--- src/rtl/sreg_pkg.sv ---
package sreg_pkg;
   typedef enum logic {
      DIR_WRITE = 1'b0,
      DIR_READ  = 1'b1
   } dir_e;
endpackage

--- src/rtl/sreg_sync.sv ---
module sreg_sync #(
   parameter int          WIDTH   = 1,
   parameter int          STAGES  = 2,
   parameter logic [WIDTH-1:0] RST_VAL = '0
) (
   input  logic             clk,
   input  logic             rst_n,
   input  logic [WIDTH-1:0] d,
   output logic [WIDTH-1:0] q
);
   logic [WIDTH-1:0] chain [STAGES];

   for (genvar s = 0; s < STAGES; s++) begin : g_stage
      always_ff @(posedge clk or negedge rst_n) begin
         if (!rst_n) chain[s] <= RST_VAL;
         else if (s == 0) chain[s] <= d;
         else chain[s] <= chain[(s == 0) ? 0 : s-1];
      end
   end

   assign q = chain[STAGES-1];
endmodule

--- src/rtl/sreg_frame.sv ---
module sreg_frame
   import sreg_pkg::*;
#(
   parameter int ADDR_W = 6,
   parameter int DATA_W = 8
) (
   input  logic              clk,
   input  logic              rst_n,
   input  logic              cs_low,
   input  logic              cs_fall,
   input  logic              rise,
   input  logic              sdi_s,
   output logic [ADDR_W-1:0] reg_addr,
   output logic [DATA_W-1:0] reg_wdata,
   output logic              reg_we,
   output logic              reg_re
);
   localparam int CMD_W = DATA_W;
   localparam int FRAME = CMD_W + DATA_W;
   localparam int CNT_W = $clog2(FRAME + 1);

   logic             active;
   logic [CNT_W-1:0] cnt;
   logic [CMD_W-1:0] cmd_q, cmd_nx;
   logic [DATA_W-1:0] dat_q, dat_nx;

   always_comb begin
      cmd_nx = cmd_q;
      dat_nx = dat_q;
      for (int i = 0; i < CMD_W; i++)
         if (cnt == CNT_W'(i)) cmd_nx[i] = sdi_s;
      for (int i = 0; i < DATA_W; i++)
         if (cnt == CNT_W'(CMD_W + i)) dat_nx[i] = sdi_s;
   end

   always_ff @(posedge clk or negedge rst_n) begin
      if (!rst_n) begin
         active <= 1'b0;
         cnt    <= '0;
         cmd_q  <= '0;
         dat_q  <= '0;
         reg_we <= 1'b0;
         reg_re <= 1'b0;
      end else begin
         reg_we <= 1'b0;
         reg_re <= 1'b0;
         if (!cs_low) begin
            active <= 1'b0;
            cnt    <= '0;
         end else if (cs_fall) begin
            active <= 1'b1;
            cnt    <= '0;
         end else if (active && rise && cnt < CNT_W'(FRAME)) begin
            cnt   <= cnt + 1'b1;
            cmd_q <= cmd_nx;
            dat_q <= dat_nx;
            if (cnt == CNT_W'(CMD_W-1) && cmd_nx[0] == DIR_READ)
               reg_re <= 1'b1;
            if (cnt == CNT_W'(FRAME-1) && cmd_q[0] == DIR_WRITE)
               reg_we <= 1'b1;
         end
      end
   end

   assign reg_addr  = cmd_q[ADDR_W:1];
   assign reg_wdata = dat_q;
endmodule

--- src/rtl/sreg_tx.sv ---
module sreg_tx #(
   parameter int DATA_W = 8
) (
   input  logic              clk,
   input  logic              rst_n,
   input  logic              cs_low,
   input  logic              load,
   input  logic [DATA_W-1:0] ldata,
   input  logic              rise,
   input  logic              fall,
   input  logic              edge_sel,
   output logic              sdo,
   output logic              sdo_oe
);
   localparam int OC_W  = $clog2(DATA_W + 1);
   localparam int IDX_W = (DATA_W > 1) ? $clog2(DATA_W) : 1;

   logic [DATA_W-1:0] sh;
   logic [OC_W-1:0]   rc, fc, sel_c;
   logic [IDX_W-1:0]  idx;

   always_ff @(posedge clk or negedge rst_n) begin
      if (!rst_n) begin
         sh     <= '0;
         sdo_oe <= 1'b0;
         rc     <= '0;
         fc     <= '0;
      end else if (!cs_low) begin
         sdo_oe <= 1'b0;
         rc     <= '0;
         fc     <= '0;
      end else if (load) begin
         sh     <= ldata;
         sdo_oe <= 1'b1;
         rc     <= '0;
         fc     <= '0;
      end else if (sdo_oe) begin
         if (rise && rc != OC_W'(DATA_W)) rc <= rc + 1'b1;
         if (fall && fc != OC_W'(DATA_W)) fc <= fc + 1'b1;
      end
   end

   // edge_sel=1: advance after falling edges; 0: after rising edges.
   // The first counted edge presents bit 0, later ones step the index.
   assign sel_c = edge_sel ? fc : rc;
   assign idx   = (sel_c == '0) ? '0 : IDX_W'(sel_c - 1'b1);
   assign sdo   = sdo_oe & sh[idx];
endmodule

--- src/rtl/sreg_port.sv ---
module sreg_port #(
   parameter int ADDR_W      = 6,
   parameter int DATA_W      = 8,
   parameter int SYNC_STAGES = 2
) (
   input  logic              clk,
   input  logic              rst_n,
   input  logic              sclk,
   input  logic              cs_n,
   input  logic              sdi,
   input  logic              edge_sel,
   output logic              sdo,
   output logic              sdo_oe,
   output logic [ADDR_W-1:0] reg_addr,
   output logic [DATA_W-1:0] reg_wdata,
   output logic              reg_we,
   output logic              reg_re,
   input  logic [DATA_W-1:0] reg_rdata
);
   if (ADDR_W + 1 > DATA_W) begin : g_bad_addr
      $error("ADDR_W plus direction bit must fit in one command byte");
   end
   if (SYNC_STAGES < 2) begin : g_bad_sync
      $error("SYNC_STAGES must be at least 2");
   end

   logic [2:0] raw_in, syn;
   logic       sclk_s, cs_s, sdi_s;
   logic       sclk_d, cs_d;
   logic       rise, fall, cs_low, cs_fall;

   assign raw_in = {sclk, cs_n, sdi};

   sreg_sync #(.WIDTH(3), .STAGES(SYNC_STAGES), .RST_VAL(3'b010)) u_sync (
      .clk(clk), .rst_n(rst_n), .d(raw_in), .q(syn)
   );

   assign {sclk_s, cs_s, sdi_s} = syn;

   always_ff @(posedge clk or negedge rst_n) begin
      if (!rst_n) begin
         sclk_d <= 1'b0;
         cs_d   <= 1'b1;
      end else begin
         sclk_d <= sclk_s;
         cs_d   <= cs_s;
      end
   end

   assign rise    = sclk_s & ~sclk_d;
   assign fall    = ~sclk_s & sclk_d;
   assign cs_low  = ~cs_s;
   assign cs_fall = ~cs_s & cs_d;

   sreg_frame #(.ADDR_W(ADDR_W), .DATA_W(DATA_W)) u_frame (
      .clk(clk), .rst_n(rst_n), .cs_low(cs_low), .cs_fall(cs_fall),
      .rise(rise), .sdi_s(sdi_s), .reg_addr(reg_addr),
      .reg_wdata(reg_wdata), .reg_we(reg_we), .reg_re(reg_re)
   );

   sreg_tx #(.DATA_W(DATA_W)) u_tx (
      .clk(clk), .rst_n(rst_n), .cs_low(cs_low), .load(reg_re),
      .ldata(reg_rdata), .rise(rise), .fall(fall), .edge_sel(edge_sel),
      .sdo(sdo), .sdo_oe(sdo_oe)
   );
endmodule

--- config.mk ---
export PLATFORM = sky130hd
export DESIGN_NAME = sreg_port
export DESIGN_NICKNAME = d
export VERILOG_FILES = /design/src/rtl/sreg_pkg.sv /design/src/rtl/sreg_sync.sv /design/src/rtl/sreg_frame.sv /design/src/rtl/sreg_tx.sv /design/src/rtl/sreg_port.sv
export SDC_FILE = /design/constraint.sdc
export NUM_CORES = 1
export LEC_CHECK = 0
export BUFFER_PORTS_ARGS = -buffer_cell sky130_fd_sc_hd__clkbuf_2
export CORE_MARGIN = 10
export CORE_UTILIZATION = 51
export CTS_CLUSTER_DIAMETER = 60
export CTS_CLUSTER_SIZE = 25
export DETAILED_ROUTE_END_ITERATION = 8
export PLACE_DENSITY = 0.78
export SLEW_MARGIN = 10
export SYNTH_ARGS = -nofsm -noshare
export SYNTH_HDL_FRONTEND = slang
export SYNTH_SLANG_ARGS = --single-unit
--- constraint.sdc ---
create_clock -name clk -period 1.8 [get_ports clk]
set_input_delay 0.18 -clock clk [delete_from_list [all_inputs] [get_ports clk]]
set_output_delay 0.18 -clock clk [all_outputs]
set_load 0.02 [all_outputs]
==> results of run 1 <==
## state kept, by name, indices dropped and copies added (netlist names)
| signal | cells |
|---|---|
| u_sync.chain | 3 |
| u_frame.cnt | 5 |
| u_frame.active | 1 |
| u_frame.reg_we | 1 |
| sclk_d | 1 |
| cs_d | 1 |
| u_tx.sdo_oe | 1 |
| u_tx.rc | 4 |
| u_sync.q | 3 |
| u_tx.fc | 4 |
| u_frame.reg_re | 1 |
| u_frame.cmd_q | 7 |
| u_frame.reg_wdata | 8 |
| u_tx.sh | 8 |
## area by class of cell
type,instances,area share
clock inverters,2,0.003675
repair buffers,52,0.1282
multi-input cells,118,0.3583
well taps,52,0.02389
flip-flops and latches,48,0.4424
inverters,9,0.01332
clock buffers,6,0.03032
## repair_timing
action	in CTS	in global routing
hold buffers	4	0
hold endpoints to repair	14	0
gates resized for setup	4	6
endpoints found under the setup margin	1	2
buffers inserted	0	1
pin swaps	2	1
## logic make-up (layout without fill, tap and decap cells)
logic type                 count (synthesis)  after routing  synth area share
xor gates and xnor gates                  10             10           0.03846
muxes                                     30             30            0.1555
adders and majority gates                 11             11           0.06044
and+or+nand+nor                           59             59            0.1374
DFF                                       48             48            0.5291
AOI/OAI and AO/OA                          8              8           0.02143
buffers and inverters                     24             69           0.05769
## final timing paths
path,from,end,slack [ns],depth (start not counted)
worst max-delay path,u_tx.rc[0]$_DFFE_PN0P_,sdo,-0.43,6
worst min-delay path,reg_rdata[6],u_tx.sh[6]$_DFFE_PN0P_,0.11,2
worst max register to register,u_tx.fc[0]$_DFFE_PN0P_,u_tx.fc[3]$_DFFE_PN0P_,0.11,9
worst min register to register,u_sync.chain[5]$_DFF_PN0_,u_sync.q[2]$_DFF_PN0_,0.35,0
max in group asynchronous,rst_n,u_sync.chain[4]$_DFF_PN1_,0.89,3
min in group asynchronous,rst_n,u_tx.fc[2]$_DFFE_PN0P_,0.33,2
## metrics by stage
stage / instance area [sq um] / util / worst slack (ns)
2_1_floorplan: 2291 / - / -0.04485
3_3_place_gp: 2546 / 0.5848 / -0.1087
3_5_place_dp: 2546 / 0.5848 / -0.1843
4_1_cts: 2695 / 0.6190 / -0.4973
5_1_grt: 2724 / 0.6256 / -0.4993
6_report: 2724 / 0.6256 / -0.4282
## worst reg2reg max path, delay by kind of cell (launching register included)
family                   cells  cell delay [ns]
XOR/XNOR                     1             0.15
flip-flops                   1             0.40
AND/OR/NAND/NOR              4             0.50
adder cells (fa/ha/maj)      1             0.18
buffers and inverters        3             0.35
## cell usage in the layout, fill, tap and decap left out, types with 2 or more instances in the layout
cell type and instances:
a21oi_1 3, and4_1 2, buf_4 15, clkbuf_2 30, clkbuf_8 6, clkinv_2 2, dfrtp_1 45, dfstp_2 3
dlygate4sd3_1 4, ha_1 10, inv_1 8, mux2_2 23, mux2i_1 5, nand2_1 5, nand3_1 10, nand4_1 6
nor2_1 20, nor2b_1 4, nor3_1 2, xnor2_1 5, xor2_1 5
## routing by layer
layer / GRT usage / vias up / part of all wire
met5: 0 / - / 0
met4: 0.03240 / 0 / 0.0084
met3: 0.04878 / 3 / 0.063
met2: 0.1912 / 26 / 0.49
met1: 0.1276 / 726 / 0.44
li1: - / 729 / -
## power by group
| group | switching, W | internal [W] | total [W] |
|---|---|---|---|
| combinational | 0.0000440 | 0.0000413 | 0.0000854 |
| clock | 0.000341 | 0.000307 | 0.000647 |
| sequential | 0.0000145 | 0.00110 | 0.00111 |
| total | 0.000399 | 0.00144 | 0.00184 |
==> flow_summary.json, run 1 <==
{
  "leakage_nw": 1.334,
  "ys_types": 35,
  "fin_hold_ws_ns": 0.1122,
  "totalWireLength_mm": 4.061,
  "crit_buf_inv": 2,
  "cts_made_buffers": 5,
  "fill_cells": 359,
  "register_area_sq_um": 1205,
  "ys_ff_latch": 48,
  "ir_drop_uv": 521.7,
  "tightestPinTransition_ns": 0.6252,
  "worstPathRequired_ns": 1.62,
  "synth_cells": 190,
  "wire_per_inst_microns": 14.15,
  "gr-total-overflow": 0,
  "synth_most_common_cell": "dfrtp_1",
  "die-area_sq_um": 7538,
  "pin_count": 32,
  "path_cells": "mux2i_4 -> buf_6 -> mux4_2 -> and3_4 -> o21a_4 -> buf_8",
  "first_pass_iters": 2,
  "netlist.area_leader.share": 0.4945,
  "hold_path_class": "primary input to register",
  "via_per_inst": 5.171,
  "drive_gt1_frac": 0.3915,
  "crit_fanout": 3,
  "synth_ff_type": "dfrtp_1",
  "syn_area_per_cell_sq_um": 11.99,
  "cts_tree": "done",
  "multi_input_area_sq_um": 975.9,
  "cts_sinks": 48,
  "end_kind": "primary output",
  "p_per_area_nw_per_um2": 676.8,
  "crit_type": "register to primary output",
  "synth_edf_count": 0,
  "finalWorstSetupSlack_ns": -0.4282,
  "grt_pass1_wl_mm": 6.962,
  "crit_arrival_ns": 2.05,
  "rows": 24,
  "vias": 1484,
  "synth.area.top_cells": "dfrtp_1 (49%), mux2_2 (11%), ha_1 (6.0%)",
  "clk_pin_slew_ns": 0.08,
  "yosysWarnings": 0,
  "slowest_stage": "mux4_2",
  "ant_nets": 0,
  "fmax_mhz": 448.8,
  "place_inst": 274,
  "syn_nets": 215,
  "h-tree-depth": 2,
  "hold_violations": 0,
  "clock_path_buffers": 2,
  "cp-start-kind": "register",
  "die_h_microns": 86.82,
  "final_cells": 287,
  "max_stage_delay_ns": 0.49,
  "grt_start_max_net_pins": 25,
  "final_max_slew_viol_count": 0,
  "finalCritPeriodShare": 1.238,
  "core_sq_um": 4354,
  "synthTopCellsByCount": "dfrtp_1 (45), mux2_2 (23), nor2_1 (20)",
  "start_util": 0.5230,
  "finalSetupViolCount": 1,
  "dr.first_iter.drc_count": 69,
  "synth_top_cell_by_area": "dfrtp_1",
  "fin_crit_ns": 2.228,
  "crit_family": "multiplexers",
  "antenna_found_initial": 0,
  "cts-root-buf": "clkbuf_8",
  "syn-cell-area_sq_um": 2277,
  "dieWidth_microns": 86.82,
  "grt_usage": 0.1137,
  "finalPower_w": 0.001843,
  "tns_ns": -0.4282,
  "grt_pass1_vias": 1546,
  "skew_ns": 0.007476,
  "synthArstFlopShare": 1.000,
  "antenna_cells": 0,
  "insertion_delay_ns": 0.30,
  "drv_cap": 0,
  "syn_to_final_growth_pct": 19.62,
  "placement.io_buffers": 31,
  "num-nets-final": 259,
  "ys_seq_area_frac": 0.5291,
  "place.gp.congestion": 0.8390,
  "route.detailed.drc": 0,
  "relSlewSlack": 0.5823,
  "rsz0062_at_grt": "yes",
  "status": "complete, but fails checks",
  "violations": "negative setup slack",
  "dp_hpwl_mm": 3.184
}
(Power assumes the default switching activity.)
==> run 2: changes to the inputs <==
--- a/config.mk
+++ b/config.mk
@@ -6,6 +6,7 @@
 export NUM_CORES = 1
 export LEC_CHECK = 0
 export BUFFER_PORTS_ARGS = -buffer_cell sky130_fd_sc_hd__clkbuf_2
+export CORE_ASPECT_RATIO = 1.75
 export CORE_MARGIN = 10
 export CORE_UTILIZATION = 51
 export CTS_CLUSTER_DIAMETER = 60
==> run 2 against run 1 <==
The run still ends with negative setup slack left. Hold slack got worse by 0.0051 ns. Maximum frequency is 0.58% higher. Register-to-register slack about the same. Sequential cell count stayed put. Critical path depth is the same. Cell count up 0.35%. Clock-buffer cell count rose by 1. Worst setup slack improved by 0.013 ns. Global-route usage up 0.76 points. Core utilization rose by 0.14 points. Largest cell class unchanged. Highest routed layer unchanged.
==> flow_summary.json, run 2 (synthesized netlist as in run 1, its figures left out) <==
{
  "status": "complete, but fails checks",
  "violations": "negative setup slack",
  "clock_path_buffers": 2,
  "dr.first_iter.drc_count": 72,
  "gr-total-overflow": 0,
  "num-nets-final": 261,
  "core_sq_um": 4364,
  "antenna_found_initial": 0,
  "hold_violations": 0,
  "path_cells": "mux2i_4 -> buf_6 -> mux4_2 -> and3_4 -> o21a_4 -> buf_8",
  "rsz0062_at_grt": "yes",
  "first_pass_iters": 4,
  "cts-root-buf": "clkbuf_8",
  "finalPower_w": 0.001844,
  "placement.io_buffers": 31,
  "wire_per_inst_microns": 15.49,
  "end_kind": "primary output",
  "drv_cap": 0,
  "ant_nets": 0,
  "syn_to_final_growth_pct": 20.16,
  "grt_start_max_net_pins": 31,
  "cts_tree": "done",
  "route.detailed.drc": 0,
  "fin_hold_ws_ns": 0.1071,
  "crit_type": "register to primary output",
  "dp_hpwl_mm": 3.407,
  "crit_fanout": 3,
  "grt_pass1_vias": 1656,
  "cp-start-kind": "register",
  "hold_path_class": "primary input to register",
  "r2r_setup_slack_ns": 0.10,
  "antenna_cells": 0,
  "finalSetupViolCount": 1,
  "relSlewSlack": 0.5738,
  "max_stage_delay_ns": 0.47,
  "finalCritPeriodShare": 1.231,
  "final_cell_mix": "dfrtp_1 (45), clkbuf_2 (30), mux2_2 (23)",
  "vias": 1520,
  "skew_ns": 0.002977,
  "drive_gt1_frac": 0.3966,
  "pin_count": 32,
  "cts_sinks": 48,
  "place.gp.congestion": 0.8371,
  "slowest_stage": "mux4_2",
  "final_max_slew_viol_count": 0,
  "crit_arrival_ns": 2.04,
  "fmax_mhz": 451.4,
  "totalWireLength_mm": 4.461,
  "ir_drop_uv": 664.7,
  "die-area_sq_um": 7643,
  "tightestPinTransition_ns": 0.6380,
  "start_util": 0.5218,
  "fin_crit_ns": 2.215,
  "via_per_inst": 5.278,
  "final_common_cell": "dfrtp_1",
  "insertion_delay_ns": 0.30,
  "p_per_area_nw_per_um2": 673.9,
  "h-tree-depth": 2,
  "cts_made_buffers": 5,
  "grt_pass1_wl_mm": 7.493,
  "grt_usage": 0.1213,
  "dieWidth_microns": 70.51,
  "clk_pin_slew_ns": 0.08,
  "die_h_microns": 108.4,
  "leakage_nw": 1.337,
  "worstPathRequired_ns": 1.62,
  "rows": 32,
  "finalWorstSetupSlack_ns": -0.4153
}
run 2: path summary, 6_finish.rpt:
kind | from | depth (start not counted) | endpoint
worst max-delay path | u_tx.rc[0]$_DFFE_PN0P_ | 6 | sdo
worst min-delay path | reg_rdata[2] | 2 | u_tx.sh[2]$_DFFE_PN0P_
worst max register to register | u_tx.fc[0]$_DFFE_PN0P_ | 9 | u_tx.fc[3]$_DFFE_PN0P_
worst min register to register | u_sync.chain[4]$_DFF_PN1_ | 0 | u_sync.q[1]$_DFF_PN1_
max in group asynchronous | rst_n | 3 | cs_d$_DFF_PN1_
min in group asynchronous | rst_n | 2 | u_tx.sh[2]$_DFFE_PN0P_
run 2: timing repair:
action,in CTS,in global routing
gates cloned,0,0
setup endpoints to repair,1,3
setup buffers,2,2
pin swaps,3,3
hold buffers,4,0
hold endpoints to repair,21,0
gates resized for setup,3,7
run 2: power breakdown:
| group | total [W] | leakage (nW) | switching, W | internal, W |
|---|---|---|---|---|
| combinational | 0.0000880 | 0.646 | 0.0000467 | 0.0000414 |
| sequential | 0.00111 | 0.646 | 0.0000141 | 0.00110 |
| clock | 0.000646 | 0.0445 | 0.000334 | 0.000312 |
run 2: worst max-delay path, delay by kind of cell (launching register included):
kind,cells,cell delay [ns]
muxes,2,0.69
AOI/OAI and AO/OA,1,0.19
and+or+nand+nor,1,0.18
buffers and inverters,2,0.26
DFF,1,0.41
run 2: per-layer routing:
layer	vias up	wire (microns)	track usage
li1	731	-	-
met1	759	1562	0.1127
met2	24	2660	0.2281
met3	6	166	0.04037
met4	0	71	0.05949
met5	-	0	0
run 2: through the flow:
stage	setup TNS (ns)	utilization	worst slack (ns)	std cells	cell area (sq um)
floorplan	-0.04485	-	-0.04485	190	2291
global placement	-0.1192	0.5814	-0.1192	272	2537
detailed placement	-0.1488	0.5814	-0.1488	272	2537
CTS	-0.4419	0.6187	-0.4419	286	2700
global route	-0.5292	0.6270	-0.5027	288	2736
finish	-0.4153	0.6270	-0.4153	288	2736
run 2: cell type report:
| type | count | area [sq um] |
|---|---|---|
| multi-input cells | 118 | 975.9 |
| well taps | 51 | 63.81 |
| fillers | 370 | 1628 |
| repair buffers | 54 | 364.1 |
| clock buffers | 7 | 86.33 |
| inverters | 9 | 33.78 |
| flip-flops and latches | 48 | 1205 |
| clock inverters | 1 | 7.507 |
==> run 3: changes to the inputs <==
==> constraint.sdc (replaced) <==
create_clock -name clk -period 1.8 [get_ports clk]
set_input_delay 0.36 -clock clk [delete_from_list [all_inputs] [get_ports clk]]
set_output_delay 0.36 -clock clk [all_outputs]
set_load 0.02 [all_outputs]
==> run 3 against run 2 <==
The flow still finishes with violations (negative setup slack). Final area fell by 1.3%. Non-clock buffer count decreased by 5. Hold slack worse by 0.067 ns. Power fell by 2.7%. Global-route usage fell by 0.13 points. Routed wire length shrank 3.3%. Combinational power fell by 11%. Clock power shrank 6.3%. Die area is the same. Via count is 2.3% lower. Sequential power is essentially flat. Critical path type unchanged.
==> flow_summary.json, run 3 (synthesized netlist as in run 1, its figures left out) <==
{
  "p_per_area_nw_per_um2": 664.8,
  "die-area_sq_um": 7643,
  "tightestPinTransition_ns": 0.6621,
  "worstPathRequired_ns": 1.44,
  "rsz0062_at_grt": "yes",
  "cts-root-buf": "clkbuf_8",
  "fill_cells": 362,
  "ant_nets": 0,
  "crit_type": "register to primary output",
  "dr_wl_met3_microns": 91,
  "pre_cts_ws_ns": -0.5189,
  "skew_ns": 0.005404,
  "drv_cap": 0,
  "finalPower_w": 0.001795,
  "syn_to_final_growth_pct": 18.57,
  "antenna_found_initial": 0,
  "cts_sinks": 48,
  "multi_input_area_sq_um": 993.5,
  "insertion_delay_ns": 0.29,
  "dieWidth_microns": 70.51,
  "hold_buffers": 0,
  "final_common_cell": "dfrtp_1",
  "violations": "negative setup slack",
  "place_inst": 272,
  "final_max_slew_viol_count": 0,
  "drive_gt1_frac": 0.4009,
  "core_sq_um": 4364,
  "grt_pass1_wl_mm": 7.527,
  "finalSetupViolCount": 1,
  "start_util": 0.5218,
  "pin_count": 32,
  "cp-start-kind": "register",
  "dr.first_iter.drc_count": 76,
  "first_pass_iters": 4,
  "status": "complete, but fails checks",
  "fmax_mhz": 414.3,
  "fin_hold_ws_ns": 0.03968,
  "relSlewSlack": 0.5577,
  "totalWireLength_mm": 4.316,
  "grt_start_max_net_pins": 49,
  "hold_path_class": "primary input to asynchronous set/reset pin",
  "rows": 32,
  "h-tree-depth": 2,
  "vias": 1485,
  "placement.io_buffers": 31,
  "clk_pin_slew_ns": 0.08,
  "end_kind": "primary output",
  "cts_made_buffers": 5,
  "cts_tree": "done",
  "final_cells": 283,
  "grt_pass1_vias": 1670,
  "die_h_microns": 108.4,
  "crit_fanout": 4,
  "place.gp.congestion": 0.8334,
  "clock_path_buffers": 2,
  "antenna_cells": 0,
  "route.detailed.drc": 0,
  "finalCritPeriodShare": 1.341,
  "wire_per_inst_microns": 15.25,
  "ir_drop_uv": 603.0,
  "gr-total-overflow": 0,
  "via_per_inst": 5.247,
  "final_cell_mix": "dfrtp_1 (45), clkbuf_2 (30), mux2_2 (23)",
  "dp_hpwl_mm": 3.277,
  "register_area_sq_um": 1205,
  "grt_usage": 0.1199,
  "route.met2.wl_mm": 2.561,
  "hold_violations": 0,
  "num-nets-final": 256,
  "top_layer": "met4",
  "finalWorstSetupSlack_ns": -0.6139,
  "route.layer.met1.wl_mm": 1.644,
  "leakage_nw": 1.315,
  "crit_arrival_ns": 2.05,
  "fin_crit_ns": 2.414
}
## run 3: final cells by class
type | count | share of cell area
clock buffer | 7 | 0.02827
timing repair buffer | 49 | 0.1172
clock inverter | 1 | 0.003244
multi-input combinational | 118 | 0.3679
tap | 51 | 0.02363
sequential | 48 | 0.4462
inverter | 9 | 0.01344
## run 3: metrics by stage
step                      utilization  area, sq um  TNS, ns
final                          0.6187         2700  -0.6139
after global routing           0.6187         2700  -0.6887
after CTS                      0.6098         2661  -0.6029
after detailed placement       0.5823         2541  -0.5189
after global placement         0.5823         2541  -0.4917
after floorplan                     -         2298  -0.3085
## run 3: timing repair
item | CTS | global route
resized for setup | 4 | 8
pin swaps | 4 | 4
endpoints found under the setup margin | 1 | 3
setup buffers | 2 | 1
## run 3: per-layer routing
layer	global-route usage	vias to the layer above
li1	-	719
met1	0.1227	739
met2	0.2300	25
met3	0.02752	2
met4	0.03966	0
met5	0	-
## run 3: where the power goes
part | switching, W | internal [W]
clock | 0.000328 | 0.000277
sequential | 0.0000155 | 0.00110
combinational | 0.0000431 | 0.0000350
## run 3: path summary, 6_finish.rpt
| kind | from | endpoint | slack, ns | cells past startpoint |
|---|---|---|---|---|
| max reg2reg | u_tx.fc[0]$_DFFE_PN0P_ | u_tx.fc[3]$_DFFE_PN0P_ | 0.10 | 9 |
| max in group asynchronous | rst_n | u_sync.chain[4]$_DFF_PN1_ | 1.48 | 2 |
| min | rst_n | u_sync.q[0]$_DFF_PN0_ | 0.04 | 2 |
| max | u_tx.fc[0]$_DFFE_PN0P_ | sdo | -0.61 | 6 |
| min in group clk | cs_n | u_sync.chain[4]$_DFF_PN1_ | 0.14 | 1 |
| min reg2reg | u_sync.chain[5]$_DFF_PN0_ | u_sync.q[2]$_DFF_PN0_ | 0.36 | 0 |
## run 3: worst max-delay path: stages, from the launching register on
cell	delay [ns]
dfrtp_1	0.41
mux2i_4	0.23
buf_6	0.14
mux4_2	0.47
and3_4	0.18
o21a_4	0.21
buf_8	0.12
